`config.mk`:
```
export PLATFORM = sky130hd
export DESIGN_NAME = i2c_stat_mon
export DESIGN_NICKNAME = d
export VERILOG_FILES = /design/src/rtl/i2c_mon_pkg.sv /design/src/rtl/i2c_mon_sync.sv /design/src/rtl/i2c_mon_bits.sv /design/src/rtl/i2c_mon_stat.sv /design/src/rtl/i2c_stat_mon.sv
export SDC_FILE = /design/constraint.sdc
export NUM_CORES = 1
export LEC_CHECK = 0
export BUFFER_PORTS_ARGS = -buffer_cell sky130_fd_sc_hd__buf_2
export CAP_MARGIN = 40
export CORE_MARGIN = 2
export CORE_UTILIZATION = 55
export DETAILED_ROUTE_END_ITERATION = 12
export MAX_ROUTING_LAYER = met4
export PLACE_DENSITY = 0.84
export SKIP_CTS_REPAIR_TIMING = 1
export SYNTH_ARGS = -nofsm -noshare
export SYNTH_HDL_FRONTEND = slang
export SYNTH_HIERARCHICAL = 1
export SYNTH_SLANG_ARGS = --single-unit
```
`constraint.sdc`:
```
create_clock -name clk -period 1.63 [get_ports clk]
set_input_delay 0.326 -clock clk [delete_from_list [all_inputs] [get_ports clk]]
set_output_delay 0.326 -clock clk [all_outputs]
set_load 0.02 [all_outputs]
```
`src/rtl/i2c_mon_pkg.sv`:
```
package i2c_mon_pkg;

  typedef enum logic [1:0] {
    MODE_SR = 2'b00,
    MODE_ST = 2'b01,
    MODE_MR = 2'b10,
    MODE_MT = 2'b11
  } dev_mode_e;

  typedef struct packed {
    dev_mode_e  mode;
    logic       sts;
    logic       lrb;
    logic       aas;
    logic       lab;
    logic       rsvd;
    logic       bb;
    logic [7:0] data;
  } stat_word_t;

endpackage

```
`src/rtl/i2c_mon_sync.sv`:
```
module i2c_mon_sync #(
  parameter int             W       = 2,
  parameter int             STAGES  = 2,
  parameter logic [W-1:0]   RST_VAL = '1
) (
  input  logic         clk,
  input  logic         rst_ni,
  input  logic [W-1:0] d,
  output logic [W-1:0] q
);

  logic [STAGES-1:0][W-1:0] stg_q;

  always_ff @(posedge clk or negedge rst_ni) begin
    if (!rst_ni) begin
      stg_q <= {STAGES{RST_VAL}};
    end else begin
      stg_q[0] <= d;
      for (int s = 1; s < STAGES; s++) begin
        stg_q[s] <= stg_q[s-1];
      end
    end
  end

  assign q = stg_q[STAGES-1];

endmodule

```
`src/rtl/i2c_mon_bits.sv`:
```
module i2c_mon_bits
  import i2c_mon_pkg::*;
#(
  parameter int DATA_W = 8,
  parameter int ADDR_W = DATA_W - 1
) (
  input  logic              clk,
  input  logic              rst_ni,
  input  logic              scl_s,
  input  logic              sda_s,
  input  logic [ADDR_W-1:0] own_addr,
  output logic              start_det,
  output logic              stop_det,
  output logic              bit_stb,
  output logic [DATA_W-1:0] rx_byte,
  output logic              addr_hit
);

  localparam int               CNT_W    = $clog2(DATA_W + 1);
  localparam logic [CNT_W-1:0] ACK_IDX  = CNT_W'(DATA_W);
  localparam logic [CNT_W-1:0] LAST_IDX = CNT_W'(DATA_W - 1);

  logic              scl_p_q, sda_p_q;
  logic [CNT_W-1:0]  cnt_q, cnt_d;
  logic              first_q, first_d;
  logic [DATA_W-1:0] sh_q, sh_d;
  logic [DATA_W-1:0] byte_full;
  logic [ADDR_W-1:0] addr_field;

  always_comb begin
    bit_stb    = scl_s & ~scl_p_q;
    start_det  = scl_s & scl_p_q & sda_p_q & ~sda_s;
    stop_det   = scl_s & scl_p_q & ~sda_p_q & sda_s;
    byte_full  = {sh_q[DATA_W-2:0], sda_s};
    addr_field = byte_full[DATA_W-1 -: ADDR_W];
    cnt_d      = cnt_q;
    first_d    = first_q;
    sh_d       = sh_q;
    addr_hit   = 1'b0;
    if (start_det) begin
      cnt_d   = '0;
      first_d = 1'b1;
    end else if (stop_det) begin
      cnt_d   = '0;
      first_d = 1'b0;
    end else if (bit_stb) begin
      if (cnt_q == ACK_IDX) begin
        cnt_d   = '0;
        first_d = 1'b0;
      end else begin
        sh_d  = byte_full;
        cnt_d = cnt_q + 1'b1;
        if (first_q && (cnt_q == LAST_IDX)) begin
          addr_hit = (addr_field == own_addr) || (addr_field == '0);
        end
      end
    end
  end

  always_ff @(posedge clk or negedge rst_ni) begin
    if (!rst_ni) begin
      scl_p_q <= 1'b1;
      sda_p_q <= 1'b1;
      cnt_q   <= '0;
      first_q <= 1'b0;
      sh_q    <= '0;
    end else begin
      scl_p_q <= scl_s;
      sda_p_q <= sda_s;
      cnt_q   <= cnt_d;
      first_q <= first_d;
      sh_q    <= sh_d;
    end
  end

  assign rx_byte = sh_q;

  a_r3_cnt_range: assert property (@(posedge clk) disable iff (!rst_ni)
    cnt_q <= ACK_IDX);

  a_r10_start_restarts: assert property (@(posedge clk) disable iff (!rst_ni)
    start_det |=> (cnt_q == '0) && first_q);

endmodule

```
`src/rtl/i2c_mon_stat.sv`:
```
module i2c_mon_stat
  import i2c_mon_pkg::*;
#(
  parameter int DATA_W = 8
) (
  input  logic              clk,
  input  logic              rst_ni,
  input  logic              start_det,
  input  logic              stop_det,
  input  logic              bit_stb,
  input  logic              sda_s,
  input  logic [DATA_W-1:0] rx_byte,
  input  logic              addr_hit,
  input  logic              mode_set_en,
  input  logic [1:0]        mode_set_val,
  input  logic              arb_lost,
  input  logic              host_start,
  input  logic              stat_rd,
  output stat_word_t        word
);

  dev_mode_e mode_q, mode_d;
  logic      sts_q, sts_d;
  logic      lrb_q, lrb_d;
  logic      aas_q, aas_d;
  logic      lab_q, lab_d;
  logic      bb_q, bb_d;

  always_comb begin
    mode_d = mode_q;
    if (stop_det || arb_lost) begin
      mode_d = MODE_SR;
    end else if (mode_set_en) begin
      mode_d = dev_mode_e'(mode_set_val);
    end

    sts_d = sts_q;
    if (stat_rd) sts_d = 1'b0;
    if (stop_det && (mode_q == MODE_SR)) sts_d = 1'b1;

    lrb_d = bit_stb ? sda_s : lrb_q;

    aas_d = aas_q;
    if (stat_rd)  aas_d = 1'b0;
    if (addr_hit) aas_d = 1'b1;

    lab_d = lab_q;
    if (host_start) lab_d = 1'b0;
    if (arb_lost)   lab_d = 1'b1;

    bb_d = bb_q;
    if (start_det)     bb_d = 1'b0;
    else if (stop_det) bb_d = 1'b1;
  end

  always_ff @(posedge clk or negedge rst_ni) begin
    if (!rst_ni) begin
      mode_q <= MODE_SR;
      sts_q  <= 1'b0;
      lrb_q  <= 1'b0;
      aas_q  <= 1'b0;
      lab_q  <= 1'b0;
      bb_q   <= 1'b1;
    end else begin
      mode_q <= mode_d;
      sts_q  <= sts_d;
      lrb_q  <= lrb_d;
      aas_q  <= aas_d;
      lab_q  <= lab_d;
      bb_q   <= bb_d;
    end
  end

  always_comb begin
    word      = '0;
    word.mode = mode_q;
    word.sts  = sts_q;
    word.lrb  = lrb_q;
    word.aas  = aas_q;
    word.lab  = lab_q;
    word.bb   = bb_q;
    word.data = rx_byte[7:0];
  end

  a_r2_start_busy: assert property (@(posedge clk) disable iff (!rst_ni)
    start_det |=> !bb_q);

  a_r2_stop_idle: assert property (@(posedge clk) disable iff (!rst_ni)
    stop_det |=> bb_q);

  a_r8_forced_sr: assert property (@(posedge clk) disable iff (!rst_ni)
    (stop_det || arb_lost) |=> (mode_q == MODE_SR));

  a_r7_lab_set: assert property (@(posedge clk) disable iff (!rst_ni)
    arb_lost |=> lab_q);

  a_r7_lab_hold: assert property (@(posedge clk) disable iff (!rst_ni)
    (lab_q && !host_start) |=> lab_q);

  a_r6_aas_clear: assert property (@(posedge clk) disable iff (!rst_ni)
    (stat_rd && !addr_hit) |=> !aas_q);

  a_r9_sts_source: assert property (@(posedge clk) disable iff (!rst_ni)
    $rose(sts_q) |-> ($past(stop_det) && ($past(mode_q) == MODE_SR)));

endmodule

```
`src/rtl/i2c_stat_mon.sv`:
```
module i2c_stat_mon
  import i2c_mon_pkg::*;
#(
  parameter int SYNC_STAGES = 2,
  parameter int DATA_W      = 8,
  parameter int ADDR_W      = 7,
  parameter int WORD_W      = 16
) (
  input  logic              clk,
  input  logic              rst_n,
  input  logic              scl_in,
  input  logic              sda_in,
  input  logic              own_addr_we,
  input  logic [ADDR_W-1:0] own_addr_wd,
  output logic [WORD_W-1:0] own_addr_rd,
  input  logic              mode_set_en,
  input  logic [1:0]        mode_set_val,
  input  logic              arb_lost,
  input  logic              host_start,
  input  logic              stat_rd,
  output logic [WORD_W-1:0] status
);

  logic              rst_ni;
  logic [1:0]        line_s;
  logic              start_det, stop_det, bit_stb, addr_hit;
  logic [DATA_W-1:0] rx_byte;
  logic [ADDR_W-1:0] own_q, own_d;
  stat_word_t        word;

  i2c_mon_sync #(.W(1), .STAGES(2), .RST_VAL(1'b0)) u_rst_sync (
    .clk    (clk),
    .rst_ni (rst_n),
    .d      (1'b1),
    .q      (rst_ni)
  );

  i2c_mon_sync #(.W(2), .STAGES(SYNC_STAGES), .RST_VAL(2'b11)) u_line_sync (
    .clk    (clk),
    .rst_ni (rst_ni),
    .d      ({scl_in, sda_in}),
    .q      (line_s)
  );

  always_comb begin
    own_d = own_addr_we ? own_addr_wd : own_q;
  end

  always_ff @(posedge clk or negedge rst_ni) begin
    if (!rst_ni) own_q <= '0;
    else         own_q <= own_d;
  end

  i2c_mon_bits #(.DATA_W(DATA_W), .ADDR_W(ADDR_W)) u_bits (
    .clk       (clk),
    .rst_ni    (rst_ni),
    .scl_s     (line_s[1]),
    .sda_s     (line_s[0]),
    .own_addr  (own_q),
    .start_det (start_det),
    .stop_det  (stop_det),
    .bit_stb   (bit_stb),
    .rx_byte   (rx_byte),
    .addr_hit  (addr_hit)
  );

  i2c_mon_stat #(.DATA_W(DATA_W)) u_stat (
    .clk          (clk),
    .rst_ni       (rst_ni),
    .start_det    (start_det),
    .stop_det     (stop_det),
    .bit_stb      (bit_stb),
    .sda_s        (line_s[0]),
    .rx_byte      (rx_byte),
    .addr_hit     (addr_hit),
    .mode_set_en  (mode_set_en),
    .mode_set_val (mode_set_val),
    .arb_lost     (arb_lost),
    .host_start   (host_start),
    .stat_rd      (stat_rd),
    .word         (word)
  );

  assign status      = WORD_W'(word);
  assign own_addr_rd = WORD_W'(own_q);

  a_r11_own_write: assert property (@(posedge clk) disable iff (!rst_ni)
    own_addr_we |=> (own_addr_rd[ADDR_W-1:0] == $past(own_addr_wd)));

endmodule

```
* After elaboration in Yosys (flattened, before gate mapping)
Index checks and enable logic that the tools add are counted.
Word-level totals: flip-flop bits (word level) 35, input bits 18, output and inout bits 32
Operators by class: add/sub/neg operators 1, equal/unequal tests 3, mux-type cells 22, bitwise gates (word level) 12, reduce and logical (&&, ||, !) cells 15
Operators by type and width (number):
- 1-bit 2-to-1 mux | 16
- 4-bit 2-to-1 mux | 4
- 2-bit nonzero test | 5
- 7-bit == test | 1
- 7-bit zero test | 1
- 1-bit bitwise AND | 6
- 1-bit inverter | 6
- 3-bit nonzero test | 2
- 4-bit by 1-bit adder with 4-bit output, second input constant | 1
- 4-bit by 3-bit == test with 1-bit output, second input constant | 1
- 4-bit == test, second input constant | 1
- 2-bit 2-to-1 mux | 2
- 4-bit AND reduction | 1
- 1-bit logical AND | 2
- 2-bit zero test | 1
- 1-bit logical OR | 2
- 2-bit AND reduction | 1

* Longest topological paths before layout
Gate-level depths: netlist (run 1).
word-level depth 8, gate-level depth with buffers 6

* Modules after synthesis
Netlist (run 1), hierarchy kept.
Modules (own cells, without submodules):
- i2c_mon_bits | times used 1, cells each 69, area each 822.0 µm², seq. area each 377.9 µm²
- i2c_mon_stat | times used 1, cells each 35, area each 369.1 µm², seq. area each 176.4 µm²
- i2c_stat_mon | times used 1, cells each 26, area each 366.6 µm², seq. area each 175.2 µm²
- i2c_mon_sync at u_line_sync | times used 1, cells each 6, area each 120.1 µm², seq. area each 105.1 µm²
- i2c_mon_sync at u_rst_sync | times used 1, cells each 2, area each 50.0 µm², seq. area each 50.0 µm²

* Worst setup path before layout (run 1)
No wires, ideal clock.
kind flip-flop to flip-flop, from register u_line_sync.stg_q, in the netlist u_line_sync/q[1], to register u_bits.sh_q[0] (netlist: u_bits/rx_byte[0]), setup time 125 ps, data arrival time 1191 ps, setup slack 314 ps, cell stages (with the launch flop) 5, path through dfstp_2 > buf_4 > and2b_4 > nand2_8 > mux2_4
On the way: elaborated cells between the ends (all ways) 9, classes of those cells bitwise: 8; reduce/logical: 1
RTL lines:
- start, declared | line i2c_mon_sync.sv:12 | logic [STAGES-1:0][W-1:0] stg_q;
- start signal, assigned | line i2c_mon_sync.sv:16 | stg_q <= {STAGES{RST_VAL}};
- start signal, assigned by index | line i2c_mon_sync.sv:20 | stg_q[s] <= stg_q[s-1];
- 1-bit bitwise AND | line i2c_mon_bits.sv:31 | bit_stb = scl_s & ~scl_p_q;
- net bit_stb | line i2c_stat_mon.sv:26 | logic start_det, stop_det, bit_stb, addr_hit;
- 4-bit AND reduction (no line)
- end signal, assigned | line i2c_mon_bits.sv:66 | sh_q <= '0;
- end signal, assigned | line i2c_mon_bits.sv:72 | sh_q <= sh_d;
- end, declared | line i2c_mon_bits.sv:26 | logic [DATA_W-1:0] sh_q, sh_d;
The timed path passes the listed nets, and every way through them passes these cells. A chain may end at the register's enable or synchronous reset.

* Worst setup path after layout (run 1)
from register u_bits.sh_q[1] (netlist: u_bits/rx_byte[1]), to register u_stat.aas_q
On the way: longest elaborated chain between the ends 8, elaborated cells between the ends (all ways) 10, classes of those cells eq/ne: 1; mux: 6; reduce/logical: 3
Ends and longest elaborated chain:
- 7-bit == test / 7-bit zero test (equally long branches) | line i2c_mon_bits.sv:54 | addr_hit = (addr_field == own_addr) || (addr_field == '0);
- 1-bit logical OR * | line i2c_mon_bits.sv:54
- 1-bit 2-to-1 mux * | line i2c_mon_bits.sv:53 | if (first_q && (cnt_q == LAST_IDX)) begin
- 1-bit 2-to-1 mux * | line i2c_mon_bits.sv:47 | if (cnt_q == ACK_IDX) begin
- 1-bit 2-to-1 mux * | line i2c_mon_bits.sv:46 | end else if (bit_stb) begin
- 1-bit 2-to-1 mux * | line i2c_mon_bits.sv:43 | end else if (stop_det) begin
- 1-bit 2-to-1 mux * | line i2c_mon_bits.sv:40 | if (start_det) begin
- net addr_hit | line i2c_stat_mon.sv:26
- 1-bit 2-to-1 mux / 2-bit nonzero test (equally long branches)
- end signal, assigned | line i2c_mon_stat.sv:68 | aas_q <= aas_d;
- end, declared | line i2c_mon_stat.sv:25 | logic aas_q, aas_d;
The timed path passes the listed nets; every way through them passes the cells marked *.

==> metrics.md, run 1 <==
| Metric | Value |
|---|---|
| Outcome | completed |
| Worst Path Arrival | 1700 ps |
| Clock tree from TritonCTS | yes |
| Rel. slew slack | 0.660 |
| Peak supply drop | 910 uV |
| XOR/XNOR Fraction of Synth Area | 0.0406 |
| RSZ-0062 raised after global routing | no |
| Final worst-path cycle share | 0.871 |
| Largest family of logic cells by synthesized area | multiplexers |
| Post-DP HPWL | 2030 um |
| Fmax | 0.705 GHz |
| Psw | 951 uW |
| MaxCap Viol Count | 0 |
| Clock share of power | 0.195 |
| Clk root buf | clkbuf_4 |
| Layout cells sized above 1 | 0.438 |
| Commonest register cell after synthesis | dfrtp_1 |
| DRC violations left | 0 |
| Largest net degree at the start of global routing | 34 |
| Average size of a mapped cell | 12.5 um^2 |
| Slew Viols, Final | 0 |
| Die ar. | 3610 um^2 |
| Vias in the first global route | 1001 |
| Net Sw Frac | 0.353 |
| Internal power | 1740 uW |
| Global-route wire length before repair | 4530 um |
| Clock transition at the registers of the reported paths | 100 ps |
| CP endpoint kind | flop |
| Commonest non-fill, non-tap cell in the layout | buf_2 |
| Startpoint types | flop |
| # fillers | 236 |
| Synth Area in Adders | 0.0145 |
| Vias per inst | 4.89 |
| Worst skew pair latency | 340 ps |
| Routed wire length | 2820 um |
| Number of flops mapped to enable cells by yosys | 0 |
| Row count | 20 |
| Min-delay src | scl_in |
| Worst setup margin | 211 ps |
| Post-synthesis mux area share | 0.148 |
| Pleak | 0.000972 uW |
| CTS sink cnt | 35 |
| Final setup viols | 0 |
| WL per Instance | 13.2 um |
| Post-synth cell types | 28 |
| Post-route ant nets | 0 |
| Async SR Flop Fraction | 1.00 |
| Place WS | 241 ps |
| Mapped cell area | 1730 um^2 |
| Gpl congestion | 0.839 |
| Area Overhead vs Synth | 9.70% |
| Commonest cells after routing, fill and taps aside | buf_2 (39), dfrtp_1 (28), mux2_4 (15) |
| Crit. Startpoint | u_bits/rx_byte[1] |
| Final Hold Viols | 0 |
| DR WL met3 | 186 um |
| Synth warnings | 6 |
| Synth Register Bits | 35 |
| Met2 WL | 1410 um |
| Clk_skew | 5.73 ps |
| Simple-gate share of the synthesized area | 0.0970 |
| Crit path kind | reg2reg |
| Worst endpoint required time | 1910 ps |
| DR top layer | met4 |
| Sequential area share after synthesis | 0.512 |
| WHS | 76.6 ps |
| Compound-gate portion of the synthesized area | 0.0529 |
| Die X | 60.1 um |
| Final min period | 1420 ps |
| Via count | 1042 |
| GRT Total Usage | 0.185 |
| Htree depth | 2 |
| Worst r2r src | u_bits/rx_byte[1] |
| Ports | 50 |
| Initial antenna violation count | 0 |
| Gr ovfl total | 0 |
| Total CTS buffers | 5 |
| Comb power frac | 0.322 |
| # diodes | 0 |
| CORE AREA | 3030 um^2 |
| Iter 0 DRT Violations | 17 |
| Min-delay worst type | in2reg |
| Flop pwr share | 0.483 |
| Maximum fanout along the worst path | 5 |
| Pre-antenna DRT Iters | 4 |
| Worst-Margin Slew | 505 ps |
| PwrDens | 1420 nW/um^2 |
| Die Y | 60.1 um |
| Initial Util | 0.571 |
| M1 WL | 1180 um |
| Port Buffers | 39 |
| Cell count after synthesis | 138 |
| NumNets Final | 188 |
| Max Root-Sink Buffers | 2 |
| Setup TNS | 0 ps |
## metal layers
layer,global-route usage,vias up
li1,-,486
met1,0.205,508
met2,0.304,42
met3,0.0671,6
met4,0.0667,0
met5,-,-
## worst max-delay path, cell delays in order, from the launching register on
cell and delay [ps]:
dfrtp_1 450, xor2_1 180, nor4_1 330, nand4_1 160, a21oi_1 160, a21o_1 100
## sequential cells by signal, indices dropped and copies added, names as in the netlist
register	count
u_rst_sync/stg_q	1
u_line_sync/q	2
u_line_sync/stg_q	2
u_stat/lrb_q	1
u_bits/first_q	1
u_bits/scl_p_q	1
u_bits/cnt_q	4
u_stat/mode_q	2
u_stat/lab_q	1
u_stat/sts_q	1
u_bits/sda_p_q	1
u_stat/aas_q	1
u_stat/bb_q	1
u_bits/rx_byte	8
u_rst_sync/q	1
own_q	7
## Yosys cell counts, types with 3 or more instances
cell type	n	area (um^2)
a21oi_1	3	15.0
a22o_1	3	26.3
buf_4	25	188
conb_1	3	11.3
dfrtp_1	28	701
dfstp_2	7	184
inv_1	6	22.5
mux2_4	15	225
nand2_1	7	26.3
nand4_1	3	18.8
nor2_1	3	11.3
nor3_1	3	15.0
nor3b_1	3	22.5
o21ai_0	5	25.0
xnor2_1	3	26.3
xor2_1	5	43.8
## cell type report
type	count	area [um^2]	share of cell area
repair buffers	41	213	0.112
clock buffers	8	68.8	0.0363
flip-flops and latches	35	885	0.467
well taps	44	55.1	0.0290
multi-input cells	79	652	0.344
inverters	6	22.5	0.0119
## logic make-up after synthesis
family,count (synthesis)
DFF,35
buffers and inverters,32
and+or+nand+nor,26
muxes,18
AOI/OAI and AO/OA,14
xor gates and xnor gates,8
other,3
adders and majority gates,2
## through the flow
stage                      util  cell area (um^2)  instances  total power [uW]
after floorplan               -              1760        146              2080
after global placement    0.600              1820        204              2130
after detailed placement  0.600              1820        204              2160
after CTS                 0.623              1890        212              2710
after global routing      0.626              1900        213              2850
final                     0.626              1900        213              2690
## power groups by stage
stage / Sequential, uW / Clock (uW) / Combinational (uW)
global placement: 1290 / 0 / 833
floorplan: 1290 / 0 / 792
finish: 1300 / 524 / 867
global route: 1330 / 582 / 932
CTS: 1300 / 538 / 871
detailed placement: 1310 / 0 / 856
## final timing paths
kind | end | slack [ps] | cells past startpoint
max | u_stat/aas_q | 210 | 5
min | u_line_sync/stg_q[1] | 80 | 1
max reg2reg | u_stat/aas_q | 210 | 5
min reg2reg | u_stat/lrb_q | 250 | 1
max in group asynchronous | u_stat/bb_q | 1050 | 1
min in group asynchronous | u_stat/lrb_q | 250 | 1
(Power assumes the default switching activity.)
==> run 2, diff against run 1 <==
==> constraint.sdc (replaced) <==
create_clock -name clk -period 1.63 [get_ports clk]
set_input_delay 0.163 -clock clk [delete_from_list [all_inputs] [get_ports clk]]
set_output_delay 0.163 -clock clk [all_outputs]
set_load 0.02 [all_outputs]
==> run 2 against run 1 <==
Utilization is 0.99 points higher. Wire length is 1.2% higher. Sequential power about the same. Via count up 1.2%. Largest cell class unchanged. Clock-buffer cell count did not move. Clock power is essentially flat. Non-clock buffer count increased by 3. Sequential share of layout area decreased by 0.73 points. Worst hold slack worse by 26 ps. Clock skew barely moved. Final cell count rose by 1.4%.
==> metrics.md, run 2 (synthesis results as in run 1) <==
| Metric | Value |
|---|---|
| Outcome | completed |
| Die X | 60.1 um |
| Ports | 50 |
| Worst path slowest cell | dfrtp_1 |
| Setup TNS | 0 ps |
| Worst endpoint required time | 1910 ps |
| Initial Util | 0.571 |
| Worst Path Arrival | 1700 ps |
| DR WL met3 | 186 um |
| Flop pwr share | 0.482 |
| Final min period | 1420 ps |
| Largest net degree at the start of global routing | 34 |
| DR top layer | met4 |
| Peak supply drop | 910 uV |
| Global-route wire length before repair | 4530 um |
| Initial antenna violation count | 0 |
| RSZ-0062 raised after global routing | no |
| Placed Area | 1820 um^2 |
| Internal power | 1740 uW |
| WL per Instance | 13.2 um |
| Rel. slew slack | 0.656 |
| CORE AREA | 3030 um^2 |
| Crit path buf inv count | 0 |
| Layout cells sized above 1 | 0.430 |
| Psw | 952 uW |
| Gr ovfl total | 0 |
| Critical path cell sequence | xor2_1 -> nor4_1 -> nand4_1 -> a21oi_1 -> a21o_1 |
| Commonest cells after routing, fill and taps aside | buf_2 (39), dfrtp_1 (28), mux2_4 (15) |
| Fmax | 0.705 GHz |
| MaxCap Viol Count | 0 |
| Met2 WL | 1440 um |
| Htree depth | 2 |
| Min-delay worst type | in2reg |
| Routed wire length | 2850 um |
| Die ar. | 3610 um^2 |
| R2r setup slk | 210 ps |
| Final setup viols | 0 |
| Finished Cell Area | 1930 um^2 |
| # diodes | 0 |
| Non-Filler Instances | 216 |
| Worst skew pair latency | 340 ps |
| Vias in the first global route | 1001 |
| Clk_skew | 5.58 ps |
| Max Root-Sink Buffers | 2 |
| Clock tree from TritonCTS | yes |
| Post-DP HPWL | 2030 um |
| Comb power frac | 0.323 |
| Finished Core Util | 0.636 |
| Via count | 1055 |
| Row count | 20 |
| Final Hold Viols | 0 |
| Startpoint types | flop |
| CP endpoint kind | flop |
| Area Overhead vs Synth | 11.4% |
| CP top delay family | simple AND/OR/NAND/NOR gates |
| Worst-Margin Slew | 510 ps |
| Crit path kind | reg2reg |
| Maximum fanout along the worst path | 5 |
| Final worst-path cycle share | 0.871 |
| Vias per inst | 4.88 |
| M1 WL | 1180 um |
| Clk root buf | clkbuf_4 |
| Net Sw Frac | 0.353 |
| Iter 0 DRT Violations | 17 |
| Clock transition at the registers of the reported paths | 100 ps |
| # fillers | 236 |
| Gpl congestion | 0.839 |
| Post-Place Cells | 204 |
| GRT Total Usage | 0.185 |
| Pleak | 0.000984 uW |
| Delay of the slowest critical-path stage | 450 ps |
| PwrDens | 1400 nW/um^2 |
| DRC violations left | 0 |
| Max FFs per register | 8 |
| CTS sink cnt | 35 |
| Clock share of power | 0.194 |
| Pre-antenna DRT Iters | 4 |
| Post-route ant nets | 0 |
| Commonest non-fill, non-tap cell in the layout | buf_2 |
| Port Buffers | 39 |
| Slew Viols, Final | 0 |
| Total CTS buffers | 5 |
| NumNets Final | 191 |
| Die Y | 60.1 um |
==> run 2: final cells by class <==
class,instances,area (um^2),share of cell area
flip-flops and latches,35,885,0.459
multi-input cells,79,652,0.339
repair buffers,44,243,0.126
clock buffers,8,68.8,0.0357
well taps,44,55.1,0.0286
inverters,6,22.5,0.0117
==> run 2: worst register-to-register path, cell delays in order (launching register included) <==
cell     delay (ps)
dfrtp_1         450
xor2_1          180
nor4_1          330
nand4_1         160
a21oi_1         160
a21o_1          100
==> run 2: per-stage QoR <==
| stage | power [uW] | hold WS [ps] | worst slack [ps] |
|---|---|---|---|
| floorplan | 2080 | -133 | 314 |
| global placement | 2130 | -51.0 | 288 |
| detailed placement | 2160 | -49.2 | 241 |
| CTS | 2710 | -419 | 211 |
| global route | 2850 | 26.2 | 62.7 |
| finish | 2700 | 50.4 | 211 |
==> run 2: path summary, 6_finish.rpt <==
path                              startpoint                   to  cells past startpoint
setup / recovery           u_bits/rx_byte[1]         u_stat/aas_q                      5
hold / removal                own_addr_wd[6]             own_q[6]                      2
setup reg to reg           u_bits/rx_byte[1]         u_stat/aas_q                      5
hold reg to reg                 u_rst_sync/q         u_stat/lrb_q                      1
max in group asynchronous       u_rst_sync/q          u_stat/bb_q                      1
min in group asynchronous              rst_n  u_rst_sync/stg_q[0]                      2
==> run 2: per-layer routing <==
metal | track usage | vias up
met3 | 0.0671 | 6
li1 | - | 492
met2 | 0.304 | 42
met1 | 0.205 | 515
met5 | - | -
met4 | 0.0667 | 0
==> run 2: power by group through the flow <==
stage | clock (uW) | sequential, uW | combinational, uW
2_1_floorplan | 0 | 1290 | 792
3_3_place_gp | 0 | 1290 | 833
3_5_place_dp | 0 | 1310 | 856
4_1_cts | 538 | 1300 | 871
5_1_grt | 582 | 1330 | 938
6_report | 524 | 1300 | 872
==> run 3, diff against run 2 <==
--- a/config.mk
+++ b/config.mk
@@ -8,10 +8,11 @@
 export BUFFER_PORTS_ARGS = -buffer_cell sky130_fd_sc_hd__buf_2
 export CAP_MARGIN = 40
 export CORE_MARGIN = 2
-export CORE_UTILIZATION = 55
+export CORE_UTILIZATION = 57
+export CTS_BUF_LIST = sky130_fd_sc_hd__clkbuf_8
 export DETAILED_ROUTE_END_ITERATION = 12
 export MAX_ROUTING_LAYER = met4
-export PLACE_DENSITY = 0.84
+export PLACE_DENSITY = 0.87
 export SKIP_CTS_REPAIR_TIMING = 1
 export SYNTH_ARGS = -nofsm -noshare
 export SYNTH_HDL_FRONTEND = slang
==> run 3 against run 2 <==
Utilization increased by 4.3 points. Sequential cell count unchanged. Setup slack got worse by 6.9 ps. Wire length grew 6.1%. Clock skew up 1.3 ps. Clock power rose by 17%. Clock-buffer cell count down 3. Largest power group unchanged.
==> metrics.md, run 3 (synthesis results as in run 1) <==
| Metric | Value |
|---|---|
| Outcome | completed |
| WL per Instance | 15.0 um |
| Worst-Margin Slew | 524 ps |
| Post-route ant nets | 0 |
| R2r setup slk | 200 ps |
| Clock tree from TritonCTS | yes |
| WHS Endpoint | u_stat/mode_q[0] |
| Delay of the slowest critical-path stage | 460 ps |
| Pleak | 0.000982 uW |
| Worst path slowest cell | dfrtp_1 |
| Vias per inst | 5.31 |
| Final worst-path cycle share | 0.875 |
| RSZ-0062 raised after global routing | no |
| Critical path cell sequence | xor2_1 -> nor4_1 -> nand4_1 -> a21oi_1 -> a21o_1 |
| Pre-antenna DRT Iters | 4 |
| Gr ovfl total | 0 |
| Finished Core Util | 0.678 |
| Multi-input gate area | 652 um^2 |
| Worst r2r src | u_bits/rx_byte[3] |
| # fillers | 198 |
| Max Root-Sink Buffers | 2 |
| Ports | 50 |
| Min-delay worst type | in2reg |
| Initial Util | 0.611 |
| Layout cells sized above 1 | 0.439 |
| Gpl congestion | 0.816 |
| Die X | 59.1 um |
| Maximum fanout along the worst path | 5 |
| DRC violations left | 0 |
| PwrDens | 1460 nW/um^2 |
| Initial antenna violation count | 0 |
| Worst skew pair latency | 290 ps |
| R2R Path End | u_stat/aas_q |
| FF+latch area | 885 um^2 |
| Crit path kind | reg2reg |
| Startpoint types | flop |
| CORE AREA | 2830 um^2 |
| Rel. slew slack | 0.650 |
| CP endpoint kind | flop |
| Fmax | 0.701 GHz |
| Port Buffers | 39 |
| Iter 0 DRT Violations | 29 |
| Area Overhead vs Synth | 11.1% |
| Total power draw | 2800 uW |
| Via count | 1073 |
| WHS | 64.6 ps |
| Post-DP HPWL | 2220 um |
| Total CTS buffers | 5 |
| Max FFs per register | 8 |
| Vias in the first global route | 1055 |
| GRT Total Usage | 0.211 |
| Die ar. | 3490 um^2 |
| Setup TNS | 0 ps |
| Clk_skew | 6.93 ps |
| Global-route wire length before repair | 4990 um |
| Row count | 19 |
| Routed wire length | 3030 um |
| Slew Viols, Final | 0 |
| Clk root buf | clkbuf_8 |
| Final Hold Viols | 0 |
| NumNets Final | 190 |
| MaxCap Viol Count | 0 |
| Htree depth | 2 |
| Final setup viols | 0 |
| Hold Path Stages | 2 |
| Commonest non-fill, non-tap cell in the layout | buf_2 |
| Worst Path Arrival | 1650 ps |
| Die Y | 59.1 um |
| Largest net degree at the start of global routing | 28 |
| Reg2Reg Depth | 5 |
| Min-delay src | arb_lost |
| CTS sink cnt | 35 |
| Commonest cells after routing, fill and taps aside | buf_2 (39), dfrtp_1 (28), mux2_4 (15) |
| Worst endpoint required time | 1860 ps |
| Final min period | 1430 ps |
| # diodes | 0 |
| Peak supply drop | 1030 uV |
| Clock transition at the registers of the reported paths | 80 ps |
==> run 3: changes by cell type in the layout (fill, tap and decap cells not counted), sizes merged <==
cell,previous run,this run
clkbuf,8,5
clkinvlp,0,2
clkinv,0,1
dlygate4sd3,4,3
==> run 3: stage by stage <==
stage	std cells	worst slack, ps	area [um^2]
after floorplan	146	314	1760
after global placement	191	310	1800
after detailed placement	191	180	1800
after CTS	199	197	1890
after global routing	202	76.6	1920
final	202	204	1920
==> run 3: area by class of cell <==
| cell class | count | area share |
|---|---|---|
| clock buffer | 5 | 0.0359 |
| clock inverter | 3 | 0.0104 |
| inverter | 6 | 0.0117 |
| multi-input combinational | 79 | 0.340 |
| sequential | 35 | 0.461 |
| tap | 31 | 0.0202 |
| timing repair buffer | 43 | 0.121 |
==> run 3: how the worst max path moves through the flow <==
stage / startpoint / cells past startpoint / slack (ps) / to
after detailed placement: u_line_sync/q[1] / 4 / 180 / u_stat/bb_q
final: u_bits/rx_byte[3] / 5 / 200 / u_stat/aas_q
after floorplan: u_line_sync/q[1] / 4 / 310 / u_bits/rx_byte[0]
after global routing: u_line_sync/q[1] / 4 / 80 / u_stat/bb_q
after CTS: u_line_sync/q[1] / 4 / 200 / u_stat/bb_q
after global placement: u_bits/cnt_q[0] / 5 / 310 / u_bits/rx_byte[0]
==> run 3: critical path: cells and delay by family, from the launching register on <==
kind | cells | cell delay [ps]
AOI/OAI and AO/OA | 2 | 280
xor gates and xnor gates | 1 | 180
DFF | 1 | 460
and+or+nand+nor | 2 | 450
==> run 3: per-layer routing <==
layer / wire length (um) / vias up / track usage
met5: 0 / - / -
met4: 68 / 0 / 0.0974
met3: 118 / 7 / 0.0590
met2: 1670 / 34 / 0.352
met1: 1170 / 544 / 0.232
li1: - / 488 / -
==> run 3: power by group <==
group	total (uW)	switching [uW]	internal (uW)
registers	1310	248	1060
clock network	615	318	297
logic	872	444	429
total	2800	1010	1790
